## config.mk

```make
export PLATFORM = sky130hd
export DESIGN_NAME = tbal_select
export DESIGN_NICKNAME = d
export VERILOG_FILES = /design/src/rtl/tbal_pkg.sv /design/src/rtl/tbal_weigh.sv /design/src/rtl/tbal_search.sv /design/src/rtl/tbal_select.sv
export SDC_FILE = /design/constraint.sdc
export NUM_CORES = 1
export LEC_CHECK = 0
export ABC_AREA = 1
export BUFFER_PORTS_ARGS = -buffer_cell sky130_fd_sc_hd__buf_2
export CORE_AREA = 2 2 141 143
export CTS_BUF_LIST = sky130_fd_sc_hd__clkbuf_4 sky130_fd_sc_hd__clkbuf_8
export CTS_CLUSTER_SIZE = 14
export DETAILED_ROUTE_END_ITERATION = 12
export DIE_AREA = 0 0 143 145
export PLACE_DENSITY = 0.43
export SYNTH_ARGS = -nofsm -noshare
export SYNTH_HDL_FRONTEND = slang
export SYNTH_HIERARCHICAL = 1
export SYNTH_SLANG_ARGS = --single-unit
```

## constraint.sdc

```tcl
create_clock -name clk -period 14.2 [get_ports clk]
set_input_delay 2.84 -clock clk [delete_from_list [all_inputs] [get_ports clk]]
set_output_delay 2.84 -clock clk [all_outputs]
set_load 0.02 [all_outputs]
```

## src/rtl/tbal_pkg.sv

```systemverilog
package tbal_pkg;

  localparam int TRIB_W = 3;

  // DC weight of one tribit after rotation (range -2..+2)
  function automatic logic signed [2:0] trib_weight(input logic [TRIB_W-1:0] t);
    logic signed [2:0] w;
    unique case (t)
      3'b000, 3'b001: w = -3'sd1;
      3'b010:         w =  3'sd2;
      3'b011:         w = -3'sd2;
      3'b100, 3'b101: w =  3'sd1;
      default:        w =  3'sd0;
    endcase
    return w;
  endfunction

endpackage

```

## src/rtl/tbal_weigh.sv

```systemverilog
module tbal_weigh #(
  parameter int NTRIB = 7,
  parameter int SUM_W = 5,
  localparam int TW   = tbal_pkg::TRIB_W
) (
  input  logic [NTRIB*TW-1:0]     word_i,
  input  logic [NTRIB-1:0]        same_i,
  input  logic [TW-1:0]           key_i,
  output logic signed [SUM_W-1:0] sum_o
);

  logic signed [SUM_W-1:0] term [NTRIB];

  for (genvar g = 0; g < NTRIB; g++) begin : g_term
    logic [TW-1:0] rotated;
    assign rotated = word_i[g*TW +: TW] ^ key_i;
    // a repeated tribit is sent as the neutral symbol
    assign term[g] = same_i[g] ? '0 : SUM_W'(tbal_pkg::trib_weight(rotated));
  end

  always_comb begin
    sum_o = '0;
    for (int i = 0; i < NTRIB; i++) sum_o = sum_o + term[i];
  end

endmodule

```

## src/rtl/tbal_search.sv

```systemverilog
module tbal_search #(
  parameter int KEY_W  = 3,
  parameter int BIAS_W = 7,
  localparam int NCAND = 1 << KEY_W
) (
  input  logic                     clk,
  input  logic                     rst_n,
  input  logic                     start_i,
  input  logic signed [BIAS_W-1:0] bias_i,
  output logic                     accept_o,
  output logic                     busy_o,
  output logic                     last_o,
  output logic [KEY_W-1:0]         key_o,
  output logic [KEY_W-1:0]         win_key_o,
  output logic signed [BIAS_W-1:0] win_bias_o
);

  function automatic logic [BIAS_W-1:0] magnitude(input logic signed [BIAS_W-1:0] v);
    return (v < 0) ? BIAS_W'(-v) : BIAS_W'(v);
  endfunction

  logic                     busy_q;
  logic [KEY_W-1:0]         key_q;
  logic [KEY_W-1:0]         best_key_q;
  logic signed [BIAS_W-1:0] best_bias_q;
  logic                     take;

  assign accept_o = start_i && !busy_q;
  assign busy_o   = busy_q;
  assign key_o    = key_q;
  assign last_o   = busy_q && (key_q == KEY_W'(NCAND - 1));

  // first key always seeds the best; later ones must be strictly better
  assign take       = (key_q == '0) || (magnitude(bias_i) < magnitude(best_bias_q));
  assign win_key_o  = take ? key_q  : best_key_q;
  assign win_bias_o = take ? bias_i : best_bias_q;

  always_ff @(posedge clk) begin
    if (!rst_n) begin
      busy_q      <= 1'b0;
      key_q       <= '0;
      best_key_q  <= '0;
      best_bias_q <= '0;
    end else if (accept_o) begin
      busy_q <= 1'b1;
      key_q  <= '0;
    end else if (busy_q) begin
      best_key_q  <= win_key_o;
      best_bias_q <= win_bias_o;
      key_q       <= key_q + 1'b1;
      if (last_o) busy_q <= 1'b0;
    end
  end

endmodule

```

## src/rtl/tbal_select.sv

```systemverilog
module tbal_select #(
  parameter int PAY_W  = 20,
  parameter int RD_W   = 6,
  localparam int TW     = tbal_pkg::TRIB_W,
  localparam int NTRIB  = (PAY_W + TW - 1) / TW,
  localparam int EXT_W  = NTRIB * TW,
  localparam int PAD_W  = EXT_W - PAY_W,
  localparam int NCAND  = 1 << TW,
  localparam int SUM_W  = $clog2(2 * NTRIB + 1) + 1,
  localparam int BIAS_W = ((RD_W > SUM_W) ? RD_W : SUM_W) + 1
) (
  input  logic                   clk,
  input  logic                   rst_n,
  input  logic                   start,
  input  logic [PAY_W-1:0]       payload,
  input  logic [NTRIB-1:0]       same,
  output logic                   done,
  output logic [TW-1:0]          rot,
  output logic [EXT_W-1:0]       trib_out,
  output logic signed [RD_W-1:0] rd_out
);

  localparam logic signed [BIAS_W-1:0] RD_HI = BIAS_W'((2 ** (RD_W - 1)) - 1);
  localparam logic signed [BIAS_W-1:0] RD_LO = BIAS_W'(-(2 ** (RD_W - 1)));

  function automatic logic signed [RD_W-1:0] clamp_rd(input logic signed [BIAS_W-1:0] b);
    if (b > RD_HI) return RD_W'(RD_HI);
    if (b < RD_LO) return RD_W'(RD_LO);
    return RD_W'(b);
  endfunction

  // named internal events (also observed by the bound checker)
  logic                     accept;
  logic                     busy;
  logic                     last_eval;
  logic [TW-1:0]            cur_key;
  logic [TW-1:0]            win_key;
  logic signed [SUM_W-1:0]  cur_sum;
  logic signed [BIAS_W-1:0] cur_bias;
  logic signed [BIAS_W-1:0] win_bias;

  logic [EXT_W-1:0]         word_q;
  logic [NTRIB-1:0]         same_q;
  logic signed [RD_W-1:0]   rd_q;
  logic [EXT_W-1:0]         key_rep;

  assign key_rep  = {NTRIB{win_key}};
  assign cur_bias = BIAS_W'(rd_q) + BIAS_W'(cur_sum);
  assign rd_out   = rd_q;

  tbal_weigh #(.NTRIB(NTRIB), .SUM_W(SUM_W)) u_weigh (
    .word_i (word_q),
    .same_i (same_q),
    .key_i  (cur_key),
    .sum_o  (cur_sum)
  );

  tbal_search #(.KEY_W(TW), .BIAS_W(BIAS_W)) u_search (
    .clk        (clk),
    .rst_n      (rst_n),
    .start_i    (start),
    .bias_i     (cur_bias),
    .accept_o   (accept),
    .busy_o     (busy),
    .last_o     (last_eval),
    .key_o      (cur_key),
    .win_key_o  (win_key),
    .win_bias_o (win_bias)
  );

  // capture the word and its flags once, hold them for the whole search
  always_ff @(posedge clk) begin
    if (!rst_n) begin
      word_q <= '0;
      same_q <= '0;
    end else if (accept) begin
      word_q <= EXT_W'(payload) << PAD_W;
      same_q <= same;
    end
  end

  always_ff @(posedge clk) begin
    if (!rst_n) begin
      done     <= 1'b0;
      rot      <= '0;
      trib_out <= '0;
      rd_q     <= '0;
    end else begin
      done <= last_eval;
      if (last_eval) begin
        rot      <= win_key;
        trib_out <= word_q ^ key_rep;
        rd_q     <= clamp_rd(win_bias);
      end
    end
  end

endmodule

```

# Yosys cells after proc, flatten, opt, wreduce, memory -nomap -nowiden
# Index checks and enable logic that the tools add are counted.
[totals]
regBits = 72
inputBits = 30
out_inout_bits = 31
word_cells = 131
[classes]
add_sub_neg = 10
order_cmp = 5
n_eq_ne = 36
muxes = 32
n_bitwise = 10
reduce_logical = 28
[op_table]
columns = ["operator", "count"]
rows = [
  ["$pmux 3 s4", 7],
  ["$eq 3x3->1 const B", 15],
  ["$eq 3x2->1 const B", 14],
  ["$mux 5", 7],
  ["$add 5x5->5", 6],
  ["$reduce_or 2->1", 15],
  ["$logic_not 3->1", 8],
  ["$mux 6", 4],
  ["$eq 3x1->1 const B", 7],
  ["$mux 7", 3],
  ["$xor 21x21->21", 1],
  ["$xor 3x3->3", 7],
  ["$lt 7x1->1 const B", 2],
  ["$neg 7->7", 2],
  ["$mux 1", 10],
  ["$add 6x5->7", 1],
  ["$gt 7x6->1 const B", 1],
  ["$lt 7x6->1 const B", 1],
  ["$lt 7x7->1", 1],
  ["$add 3x1->3 const B", 1],
  ["$mux 3", 1],
  ["$logic_and 1x1->1", 2],
  ["$not 1->1", 2],
  ["$reduce_and 2->1", 1],
  ["2 further kinds", 2],
]

# Depth between registers and ports, before layout
# Gate-level depths: netlist (run 1).
[depth]
word_depth = 26
depth_mapped = 44
ltp_nobuf = 43

# Modules after synthesis
# The synthesis (run 1) kept the hierarchy.
[modules_own_cells]
columns = ["mod", "instances", "cells_each", "area_per_inst_um2"]
rows = [
  ["tbal_select", 1, 333, 2514.9],
  ["tbal_search", 1, 192, 1255.0],
  ["tbal_weigh", 1, 131, 975.9],
]

# Worst setup path before layout (run 1)
# No wires, ideal clock.
[synth_timing]
kind = "reg2reg"
from = "register u_search.key_q[2] (netlist: u_search/key_o[2])"
to = "register trib_out[1]"
setup_time_ps = 115
arrival_ps = 6496
slack_ps = 7589
path_stages_with_launch = 43
period_less_slack_ps = 6611
path_cell_list = "dfxtp_1 buf_6 inv_6 o21ai_0 a21oi_1 o21ai_0 fa_1 inv_1 fa_1 inv_1 fa_1 fa_1 inv_1 ha_1 a21oi_1 nand2_1 inv_1 nand2_1 [7 not listed] nand2_1 nand2_1 inv_1 nor2_1 xnor2_1 inv_1 ha_1 a21oi_1 nand2_2 nand2_2 nand2_4 buf_12 nand3_2 nand2_1 buf_2 xor2_1 o21ai_0 inv_1"
[synth_between]
elab_chain_cells = 18
word_cells_on_any_way = 94
[synth_rtl]
columns = ["item", "line_no", "text"]
rows = [
  ["from (decl)", "tbal_search.sv:23", "logic [KEY_W-1:0] key_q;"],
  ["from (signal assigned)", "tbal_search.sv:50", "key_q <= key_q + 1'b1;"],
  ["$xor 3x3->3", "tbal_weigh.sv:16", "assign rotated = word_i[g*TW +: TW] ^ key_i;"],
  ["$eq 3x3->1, or another cell as far along", "tbal_pkg.sv:8", "unique case (t)"],
  ["$reduce_or 2->1", "tbal_pkg.sv:8", ""],
  ["$pmux 3 s4", "tbal_pkg.sv:8", ""],
  ["$mux 5", "tbal_weigh.sv:18", "assign term[g] = same_i[g] ? '0 : SUM_W'(tbal_pkg::trib_weight(rotated));"],
  ["$add 5x5->5 (5 in series)", "tbal_weigh.sv:23", "for (int i = 0; i < NTRIB; i++) sum_o = sum_o + term[i];"],
  ["$add 5x5->5 *", "tbal_weigh.sv:23", ""],
  ["named net cur_sum[4]", "tbal_select.sv:38", "logic signed [SUM_W-1:0] cur_sum;"],
  ["$add 6x5->7 *", "tbal_select.sv:48", "assign cur_bias = BIAS_W'(rd_q) + BIAS_W'(cur_sum);"],
  ["named net cur_bias[6]", "tbal_select.sv:39", "logic signed [BIAS_W-1:0] cur_bias;"],
  ["$neg 7->7 / $lt 7x1->1 (equally long branches)", "tbal_search.sv:19", "return (v < 0) ? BIAS_W'(-v) : BIAS_W'(v);"],
  ["$mux 7 *", "tbal_search.sv:19", ""],
  ["$lt 7x7->1 *", "tbal_search.sv:34", "assign take = (key_q == '0) || (magnitude(bias_i) < magnitude(best_bias_q));"],
  ["$logic_or 1x1->1 *", "tbal_search.sv:34", ""],
  ["$mux 3 *", "tbal_search.sv:35", "assign win_key_o = take ? key_q : best_key_q;"],
  ["named net win_key[1]", "tbal_select.sv:37", "logic [TW-1:0] win_key;"],
  ["$xor 21x21->21 *", "tbal_select.sv:92", "trib_out <= word_q ^ key_rep;"],
  ["to (signal assigned)", "tbal_select.sv:92", ""],
  ["to (decl)", "tbal_select.sv:19", "output logic [EXT_W-1:0] trib_out,"],
]
# The timed path passes the listed nets; every way through them passes the cells marked *.
# A chain may end at the register's enable or synchronous reset.

# Final worst setup path (run 1)
# Ends and elaborated chain as after synthesis.

==> impl_metrics.env, run 1 <==
export IMPL_maxSlewViolCount=0
export IMPL_die_w_um=143
export IMPL_fin_crit_ns=7.636
export IMPL_holdBufCountCts=0
export IMPL_ctsHtreeMaxLevel=3
export IMPL_portBuffers=60
export IMPL_ff_latch_area_mm2=0.001421
export IMPL_antenna_found_initial=0
export IMPL_gp_congestion=0.7663
export IMPL_yosysWarnings=6
export IMPL_cp_max_fo=11
export IMPL_die_height_um=145
export IMPL_worst_clock_skew_ns=0.01230
export IMPL_ys_ff_latch=71
export IMPL_syn_area_mm2=0.004746
export IMPL_multi_input_area_mm2=0.002736
export IMPL_place_ws_ns=6.494
export IMPL_dp_hpwl_um=9345
export IMPL_placedCellCount=955
export IMPL_via_per_inst=4.057
export IMPL_ant_nets=0
export IMPL_grt_max_degree=36
export IMPL_syn_to_final_growth_pct=12.97
export IMPL_arrival_ns=7.90
export IMPL_timing_final_hold_violations=0
export IMPL_path_class="reg -> reg"
export IMPL_grt_overflow=0
export IMPL_worstPathRequired_ns=14.47
export IMPL_drive_above_1_share=0.1544
export IMPL_routed_wl_um=12710
export IMPL_cts_buffers=9
export IMPL_cts_tree="yes"
export IMPL_relSlewSlack=0.5470
export IMPL_grt_setup_unrepaired="no"
export IMPL_fmax_mhz=131.0
export IMPL_instances_no_fill=971
export IMPL_core_mm2=0.01921
export IMPL_synthAdderAreaFrac=0.1308
export IMPL_synth_mux_area_fraction=0
export IMPL_synth_xor_area_share=0.08858
export IMPL_grt_usage=0.1291
export IMPL_max_stage_delay_ns=0.71
export IMPL_clock_sinks=71
export IMPL_io_pins=61
export IMPL_timing_setup_tns_ns=0
export IMPL_worst_slew_pin_slew_ns=0.6786
export IMPL_root_buffer="clkbuf_8"
export IMPL_synth_simple_gate_area_frac=0.2560
export IMPL_cts_resized_gates=0
export IMPL_drc=0
export IMPL_synth_cells=656
export IMPL_synth_top_family_by_area="simple AND/OR/NAND/NOR gates"
export IMPL_syn_avg_cell_area_um2=7.234
export IMPL_first_iter_violations=215
export IMPL_nFillCells=2150
export IMPL_clockBufferDepth=2
export IMPL_dieArea_mm2=0.02074
export IMPL_wl_per_cell_um=13.09
export IMPL_post_cts_setup_buffers=0
export IMPL_ys_seq_area_frac=0.2995
export IMPL_drv_cap=0
export IMPL_slowest_stage="dfxtp_1"
export IMPL_rows=51
export IMPL_finish_net_count=771
export IMPL_grt_pass1_wl_um=20820
export IMPL_ff2ff_setup_slack_ns=6.56
export IMPL_clk_pin_slew_worst_paths_ns=0.08
export IMPL_status="completed"
export IMPL_grt_pass1_vias=3972
export IMPL_via_count=3939
export IMPL_hold_class="reg -> reg"
export IMPL_antenna_cells=0
export IMPL_crit_path_start_kind="flop"
export IMPL_finalSetupViolations=0
export IMPL_start_util=0.2471
export IMPL_synth_compound_area_frac=0.09966
export IMPL_clock_latency_ns=0.37
export IMPL_setup_slack_ns=6.564
export IMPL_endpoint_kind="flop"
export IMPL_finalCritPeriodShare=0.5377
export IMPL_first_pass_iters=4
export IMPL_ys_types=34
flip-flops by register name (all words and copies together) (netlist names), 3 cells and up:
name	flops
same_q	7
u_search/best_bias_q	7
trib_out	20
rd_out	6
rot	3
word_q	20
u_search/key_o	3
u_search/best_key_q	3
cell families (layout without fill, tap and decap cells):
logic type | count (synthesis) | count (layout)
buf+inv | 128 | 177
flops | 71 | 71
compound gates | 91 | 91
xor+xnor | 48 | 48
other cells | 1 | 2
simple gates | 277 | 277
fa+ha+maj | 40 | 40
critical path: cells and delay by family (launching register included):
kind / cells / cell delay [ns]
compound gates: 5 / 0.96
xor+xnor: 2 / 0.27
simple gates: 15 / 1.84
buf+inv: 10 / 0.64
fa+ha+maj: 7 / 3.11
flops: 1 / 0.71
cell usage after synthesis, drive strengths merged:
cell type | count | area share
nor2 | 129 | 0.11
nand2 | 108 | 0.094
inv | 99 | 0.080
dfxtp | 71 | 0.30
o21ai | 63 | 0.066
xor2 | 39 | 0.072
nand3 | 30 | 0.042
a21oi | 27 | 0.032
buf | 24 | 0.040
ha | 24 | 0.063
fa | 16 | 0.067
xnor2 | 9 | 0.017
clkbuf | 5 | 0.0047
nor3 | 4 | 0.0042
or2 | 3 | 0.0040
nand4 | 2 | 0.0026
a211oi | 1 | 0.0016
conb | 1 | 0.00079
nand3b | 1 | 0.0016
layer usage:
metal	up-vias	wire, um	global-route usage
met3	11	441	0.03234
met5	-	0	0
li1	2102	-	-
met2	67	5720	0.2017
met4	0	197	0.03663
met1	1759	6348	0.1756
stage by stage:
step | util | hold slack [ns] | area (um2)
final | 0.2791 | 0.5057 | 5361
after global routing | 0.2791 | 0.5548 | 5361
after CTS | 0.2791 | 0.5102 | 5361
after detailed placement | 0.2699 | 0.4864 | 5184
after global placement | 0.2699 | 0.4858 | 5184
after floorplan | - | 0.4628 | 4750
cell type report:
class                           count  share of cell area
Inverter                           99             0.07071
Tap cell                          265             0.06184
Multi-Input combinational cell    458              0.5104
Clock buffer                       10             0.02450
Timing Repair Buffer               62             0.05881
Clock inverter                      6            0.008635
Sequential cell                    71              0.2651
path summary, 6_finish.rpt:
kind | cells after the start | to | startpoint
max | 39 | trib_out[1]$_SDFFE_PN0P_ | u_search/key_o[2]$_SDFFE_PP0P_
min reg2reg | 2 | rd_out[2]$_SDFFE_PN0P_ | rd_out[2]$_SDFFE_PN0P_
max reg2reg | 39 | trib_out[1]$_SDFFE_PN0P_ | u_search/key_o[2]$_SDFFE_PP0P_
min | 2 | rd_out[2]$_SDFFE_PN0P_ | rd_out[2]$_SDFFE_PN0P_
placed cells by master (no fill, tap or decap), types with 2 or more instances in the layout:
| cell type | n |
|---|---|
| nor2_1 | 127 |
| nand2_1 | 99 |
| inv_1 | 94 |
| dfxtp_1 | 71 |
| buf_2 | 60 |
| o21ai_0 | 51 |
| xor2_1 | 39 |
| a21oi_1 | 25 |
| ha_1 | 24 |
| nand3_1 | 20 |
| fa_1 | 16 |
| o21ai_1 | 12 |
| nand3_2 | 10 |
| xnor2_1 | 9 |
| clkbuf_8 | 9 |
| nand2_2 | 5 |
| nor3_1 | 4 |
| nand2_4 | 4 |
| inv_2 | 3 |
| or2_2 | 3 |
| nand4_1 | 2 |
| clkinv_4 | 2 |
| clkinvlp_4 | 2 |
| inv_6 | 2 |
| buf_4 | 2 |
| conb_1 | 2 |
Power of run 1 is left out: the tool's default activity adds up to more than one toggle a clock period on the data nets, which glitch-free logic cannot reach.
==> run 2, diff against run 1 <==
ABC_AREA = 0   (was 1)
CORE_AREA = 2 2 139 141   (was 2 2 141 143)
DIE_AREA = 0 0 141 143   (was 0 0 143 145)
PLACE_DENSITY = 0.44   (was 0.43)
clock period = 6.85 ns   (was 14.2 ns; I/O delays follow)
==> run 2 against run 1 <==
Compared with the run above:
- the run now ends with negative setup slack left
- hold slack lost 0.043 ns
- flip-flop and latch count is the same
- global-route usage shrank 0.61 points
- synthesized cell count shrank 27%
- non-clock buffer count grew 64
- clock-buffer cell count is the same
- final cell count shrank 15%
- die area shrank 2.8%
- area after synthesis shrank 3.9%
- via count shrank 8.8%
==> impl_metrics.env, run 2 <==
export IMPL_holdPathStages=2
export IMPL_first_pass_iters=4
export IMPL_die_height_um=143
export IMPL_synthAdderAreaFrac=0.1361
export IMPL_wl_per_cell_um=14.81
export IMPL_drive_above_1_share=0.3922
export IMPL_synth_compound_area_frac=0.1150
export IMPL_rows=50
export IMPL_max_stage_delay_ns=0.58
export IMPL_placedCellCount=799
export IMPL_nFillCells=1915
export IMPL_clk_pin_slew_worst_paths_ns=0.09
export IMPL_holdWs_ns=0.4625
export IMPL_grt_pass1_vias=3708
export IMPL_grt_pass1_wl_um=19150
export IMPL_grt_max_degree=83
export IMPL_clock_latency_ns=0.37
export IMPL_ctsHtreeMaxLevel=3
export IMPL_synth_commonest_cells="71 x dfxtp_1, 49 x nand2_1, 43 x mux2i_1"
export IMPL_min_delay_start="u_search/best_key_q[1]$_SDFFE_PN0P_"
export IMPL_cts_tree="yes"
export IMPL_finish_net_count=654
export IMPL_path_class="reg -> reg"
export IMPL_worstPathRequired_ns=7.11
export IMPL_synth_area_leaders="dfxtp_1 31%, mux2i_1 9.4%, xnor2_1 7.5%, fa_1 7.0%, ha_1 6.6%"
export IMPL_grt_usage=0.1230
export IMPL_ys_types=48
export IMPL_synth_xor_area_share=0.1136
export IMPL_r2r_end="rd_out[0]$_SDFFE_PN0P_"
export IMPL_root_buffer="clkbuf_8"
export IMPL_dp_hpwl_um=9072
export IMPL_slowest_stage="fa_2"
export IMPL_relSlewSlack=0.2335
export IMPL_min_to="u_search/best_key_q[1]$_SDFFE_PN0P_"
export IMPL_drc=0
export IMPL_cp_max_fo=7
export IMPL_holdBufCountCts=0
export IMPL_die_w_um=141
export IMPL_arrival_ns=7.15
export IMPL_start_util=0.2455
export IMPL_instances_no_fill=823
export IMPL_async_flop_share=0
export IMPL_syn_to_final_growth_pct=36.93
export IMPL_endpoint_kind="flop"
export IMPL_grt_setup_unrepaired="yes"
export IMPL_portBuffers=60
export IMPL_largestRegisters="trib_out (20), word_q (20)"
export IMPL_grt_overflow=0
export IMPL_synth_top_cell_area_share=0.3117
export IMPL_antenna_cells=0
export IMPL_core_mm2=0.01858
export IMPL_fin_crit_ns=6.891
export IMPL_synth_simple_gate_area_frac=0.1460
export IMPL_syn_area_mm2=0.004561
export IMPL_mostFrequentLayoutCells="67 x dfxtp_1, 60 x buf_2, 56 x buf_4, 45 x nand2_1, 42 x mux2i_1"
export IMPL_antenna_found_initial=0
export IMPL_drv_cap=0
export IMPL_gp_congestion=0.7890
export IMPL_multi_input_area_mm2=0.003313
export IMPL_worst_slew_pin_slew_ns=1.147
export IMPL_first_iter_violations=122
export IMPL_timing_final_hold_violations=0
export IMPL_clockBufferDepth=2
export IMPL_ant_nets=0
export IMPL_finalCritPeriodShare=1.006
export IMPL_io_pins=61
export IMPL_synth_mux_area_fraction=0.1174
export IMPL_cts_buffers=9
export IMPL_setup_slack_ns=-0.04063
export IMPL_synth_top_area_cell="dfxtp_1"
export IMPL_crit_top_cell="fa_1"
export IMPL_hold_class="reg -> reg"
export IMPL_yosysWarnings=6
export IMPL_ff2ff_setup_slack_ns=-0.04
export IMPL_synthFlopType="dfxtp_1"
export IMPL_crit_path_start_kind="flop"
export IMPL_worst_clock_skew_ns=0.01137
export IMPL_fmax_mhz=145.1
export IMPL_clock_sinks=71
export IMPL_final_common_cell="dfxtp_1"
export IMPL_violations="negative setup slack"
export IMPL_ys_seq_area_frac=0.3117
export IMPL_synth_fp_nets=546
export IMPL_dieArea_mm2=0.02016
export IMPL_maxSlewViolCount=0
export IMPL_syn_avg_cell_area_um2=9.581
export IMPL_finalSetupViolations=20
export IMPL_ys_ff_latch=71
export IMPL_synth_edf_count=0
export IMPL_routed_wl_um=12190
export IMPL_rr_worst_depth=28
export IMPL_via_per_inst=4.365
export IMPL_synth_cells=476
export IMPL_status="complete, but fails checks"
export IMPL_synth_top_family_by_area="simple AND/OR/NAND/NOR gates"
export IMPL_yosysMostFrequentCell="dfxtp_1"
export IMPL_ff_latch_area_mm2=0.001434
export IMPL_via_count=3592
export IMPL_regToRegStartpoint="u_search/key_o[2]$_SDFFE_PP0P_"
run 2: changes by cell type after synthesis, moves of 20 or more:
cell     change
mux2i_1     +43
xor2_1      -24
inv_1       -64
o211a_1     +20
o21ai_0     -37
nor2_1     -114
nor2b_1     +38
nand2_1     -50
xnor2_1     +30
run 2: kinds of logic after synthesis:
group | Yosys count
multiplexers | 50
adder cells (fa/ha/maj) | 40
AO/OA/AOI/OAI | 70
XOR/XNOR | 56
flip-flops | 71
other | 1
AND/OR/NAND/NOR | 129
buffers and inverters | 59
run 2: worst max path at each step:
stage | start | end | slack, ns | cells after the start
3_3_place_gp | u_search/key_o[1]$_SDFFE_PP0P_ | trib_out[10]$_SDFFE_PN0P_ | -0.18 | 28
4_1_cts | u_search/key_o[2]$_SDFFE_PP0P_ | trib_out[14]$_SDFFE_PN0P_ | -0.09 | 30
5_1_grt | u_search/key_o[2]$_SDFFE_PP0P_ | trib_out[20]$_SDFFE_PN0P_ | -0.31 | 30
2_1_floorplan | u_search/key_o[2]$_SDFFE_PP0P_ | trib_out[10]$_SDFFE_PN0P_ | 0.008 | 30
6_report | u_search/key_o[2]$_SDFFE_PP0P_ | rd_out[0]$_SDFFE_PN0P_ | -0.04 | 28
3_5_place_dp | u_search/key_o[1]$_SDFFE_PP0P_ | trib_out[10]$_SDFFE_PN0P_ | -0.28 | 28
run 2: repair_timing:
item,4_1_cts,5_1_grt
pin swaps,17,24
resized for setup,30,57
setup endpoints to repair,37,38
buffers inserted,5,5
run 2: area by class of cell:
| class | instances | area share |
|---|---|---|
| Sequential cell | 71 | 0.2296 |
| Tap cell | 234 | 0.04688 |
| Timing Repair Buffer | 126 | 0.1391 |
| Inverter | 30 | 0.01803 |
| Clock inverter | 6 | 0.01483 |
| Clock buffer | 10 | 0.02104 |
| Multi-Input combinational cell | 346 | 0.5306 |
run 2: layer usage:
layer  routed length [um]  global-route usage
met3                  483             0.02985
met4                  162             0.03368
met1                 5575              0.1538
met5                    0                   0
met2                 5965              0.2121
run 2: through the flow:
stage                     instance area [um2]  TNS, ns    util  setup WS (ns)
after detailed placement                 5512   -4.580  0.2966        -0.2771
after CTS                                5921   -1.149  0.3187       -0.08597
final                                    6245  -0.3769  0.3361       -0.04063
after floorplan                          4619        0       -       0.007878
after global routing                     6245   -8.468  0.3361        -0.3137
after global placement                   5512   -1.869  0.2966        -0.1809
run 2: worst max-delay path: cells and delay by family (launching register included):
family / cells / cell delay, ns
adders and majority gates: 7 / 2.83
AOI/OAI and AO/OA: 9 / 1.46
xor gates and xnor gates: 3 / 0.71
and+or+nand+nor: 4 / 0.69
DFF: 1 / 0.39
buffers and inverters: 4 / 0.37
muxes: 1 / 0.31
Power of run 2 is left out for the same reason.
==> run 3, diff against run 2 <==
SKIP_CTS_REPAIR_TIMING = 1   (was default)
TNS_END_PERCENT = 30   (was default)
==> run 3 against run 2 <==
Compared with the run above:
- sequential share of layout area grew 0.51 points
- hold slack lost 0.00062 ns
- critical endpoint is now trib_out[10]$_SDFFE_PN0P_
- first-iteration DRC count shrank 9.8%
- flip-flop and latch count is the same
- the flow still finishes with violations (negative setup slack)
- cell area shrank 2.3%
- register-to-register slack lost 0.097 ns
- highest routed layer unchanged
==> impl_metrics.env, run 3 (same netlist as run 2, synthesis figures left out) <==
export IMPL_fin_crit_ns=6.987
export IMPL_grt_setup_unrepaired="yes"
export IMPL_cts_buffers=9
export IMPL_crit_top_cell="fa_1"
export IMPL_worst_clock_skew_ns=0.01179
export IMPL_maxSlewViolCount=0
export IMPL_largestRegisters="trib_out (20), word_q (20)"
export IMPL_path_class="reg -> reg"
export IMPL_crit_path_start_kind="flop"
export IMPL_cp_max_fo=8
export IMPL_endpoint_kind="flop"
export IMPL_gp_congestion=0.7890
export IMPL_fmax_mhz=143.1
export IMPL_holdPathStages=2
export IMPL_instances_no_fill=821
export IMPL_clk_pin_slew_worst_paths_ns=0.09
export IMPL_finalInstanceArea_mm2=0.006100
export IMPL_final_common_cell="dfxtp_1"
export IMPL_rows=50
export IMPL_antenna_found_initial=0
export IMPL_grt_pass1_wl_um=18910
export IMPL_worstPathRequired_ns=7.12
export IMPL_timing_final_hold_violations=0
export IMPL_wl_per_cell_um=14.77
export IMPL_first_pass_iters=4
export IMPL_status="complete, but fails checks"
export IMPL_clock_latency_ns=0.37
export IMPL_rr_worst_depth=28
export IMPL_finalCritPeriodShare=1.020
export IMPL_grt_max_degree=83
export IMPL_dp_hpwl_um=9072
export IMPL_portBuffers=60
export IMPL_setup_slack_ns=-0.1371
export IMPL_arrival_ns=7.26
export IMPL_clockBufferDepth=2
export IMPL_io_pins=61
export IMPL_finish_net_count=652
export IMPL_drv_cap=0
export IMPL_dpl_cell_area_mm2=0.005512
export IMPL_placedCellCount=799
export IMPL_dieArea_mm2=0.02016
export IMPL_grt_pass1_vias=3672
export IMPL_cts_tree="yes"
export IMPL_via_per_inst=4.318
export IMPL_clock_sinks=71
export IMPL_worst_slew_pin_slew_ns=1.146
export IMPL_start_util=0.2455
export IMPL_root_buffer="clkbuf_8"
export IMPL_first_iter_violations=110
export IMPL_die_w_um=141
export IMPL_routed_wl_um=12130
export IMPL_finalSetupViolations=22
export IMPL_syn_to_final_growth_pct=33.74
export IMPL_die_height_um=143
export IMPL_violations="negative setup slack"
export IMPL_hold_class="reg -> reg"
export IMPL_max_stage_delay_ns=0.59
export IMPL_ant_nets=0
export IMPL_grt_overflow=0
export IMPL_grt_usage=0.1215
export IMPL_ctsHtreeMaxLevel=3
export IMPL_via_count=3545
export IMPL_core_mm2=0.01858
export IMPL_relSlewSlack=0.2345
export IMPL_slowest_stage="fa_2"
export IMPL_mostFrequentLayoutCells="67 x dfxtp_1, 60 x buf_2, 57 x buf_4, 47 x nand2_1, 43 x mux2i_1"
export IMPL_drive_above_1_share=0.3578
export IMPL_drc=0
export IMPL_antenna_cells=0
## run 3: changes by cell type in the layout (fill, tap and decap cells not counted), moves of 3 or more
cell / delta
a21oi_1: +3
ha_1: +3
xnor2_1: +3
nand2_2: -3
a21oi_2: -3
## run 3: per-layer routing
metal  vias to the layer above  part of all wire  global-route usage
met2                        55              0.49              0.2100
met3                         8             0.037             0.02985
met5                         -                 0                   0
met1                      1688              0.46              0.1510
met4                         0             0.011             0.03421
li1                       1794                 -                   -
## run 3: path summary, 6_finish.rpt
kind | startpoint | slack, ns | to
worst min-delay path | u_search/best_key_q[1]$_SDFFE_PN0P_ | 0.46 | u_search/best_key_q[1]$_SDFFE_PN0P_
worst min register to register | u_search/best_key_q[1]$_SDFFE_PN0P_ | 0.46 | u_search/best_key_q[1]$_SDFFE_PN0P_
worst max register to register | u_search/key_o[2]$_SDFFE_PP0P_ | -0.14 | trib_out[10]$_SDFFE_PN0P_
worst max-delay path | u_search/key_o[2]$_SDFFE_PP0P_ | -0.14 | trib_out[10]$_SDFFE_PN0P_
## run 3: final cells by class
cell class	count	area, um2
clock buffer	10	131.4
clock inverter	6	92.59
fill	1928	12480
inverter	30	112.6
multi-input combinational	346	3206
sequential	71	1431
tap	234	292.8
timing repair buffer	124	833.3
## run 3: per-stage QoR
stage	hold WS [ns]	TNS, ns	setup slack [ns]	util
3_3_place_gp	0.4452	-1.869	-0.1809	0.2966
6_report	0.4619	-1.470	-0.1371	0.3283
4_1_cts	0.4705	-5.900	-0.3183	0.3087
3_5_place_dp	0.4597	-4.580	-0.2771	0.2966
2_1_floorplan	0.4343	0	0.007878	-
5_1_grt	0.4961	-11.06	-0.4181	0.3283
## run 3: critical path, delay by kind of cell (launching register included)
kind                     cells  cell delay (ns)
XOR/XNOR                     4             0.81
flip-flops                   1             0.40
adder cells (fa/ha/maj)      7             2.95
AND/OR/NAND/NOR              6             0.84
AO/OA/AOI/OAI                7             1.20
buffers and inverters        3             0.23
multiplexers                 1             0.42
Power of run 3 is left out for the same reason.
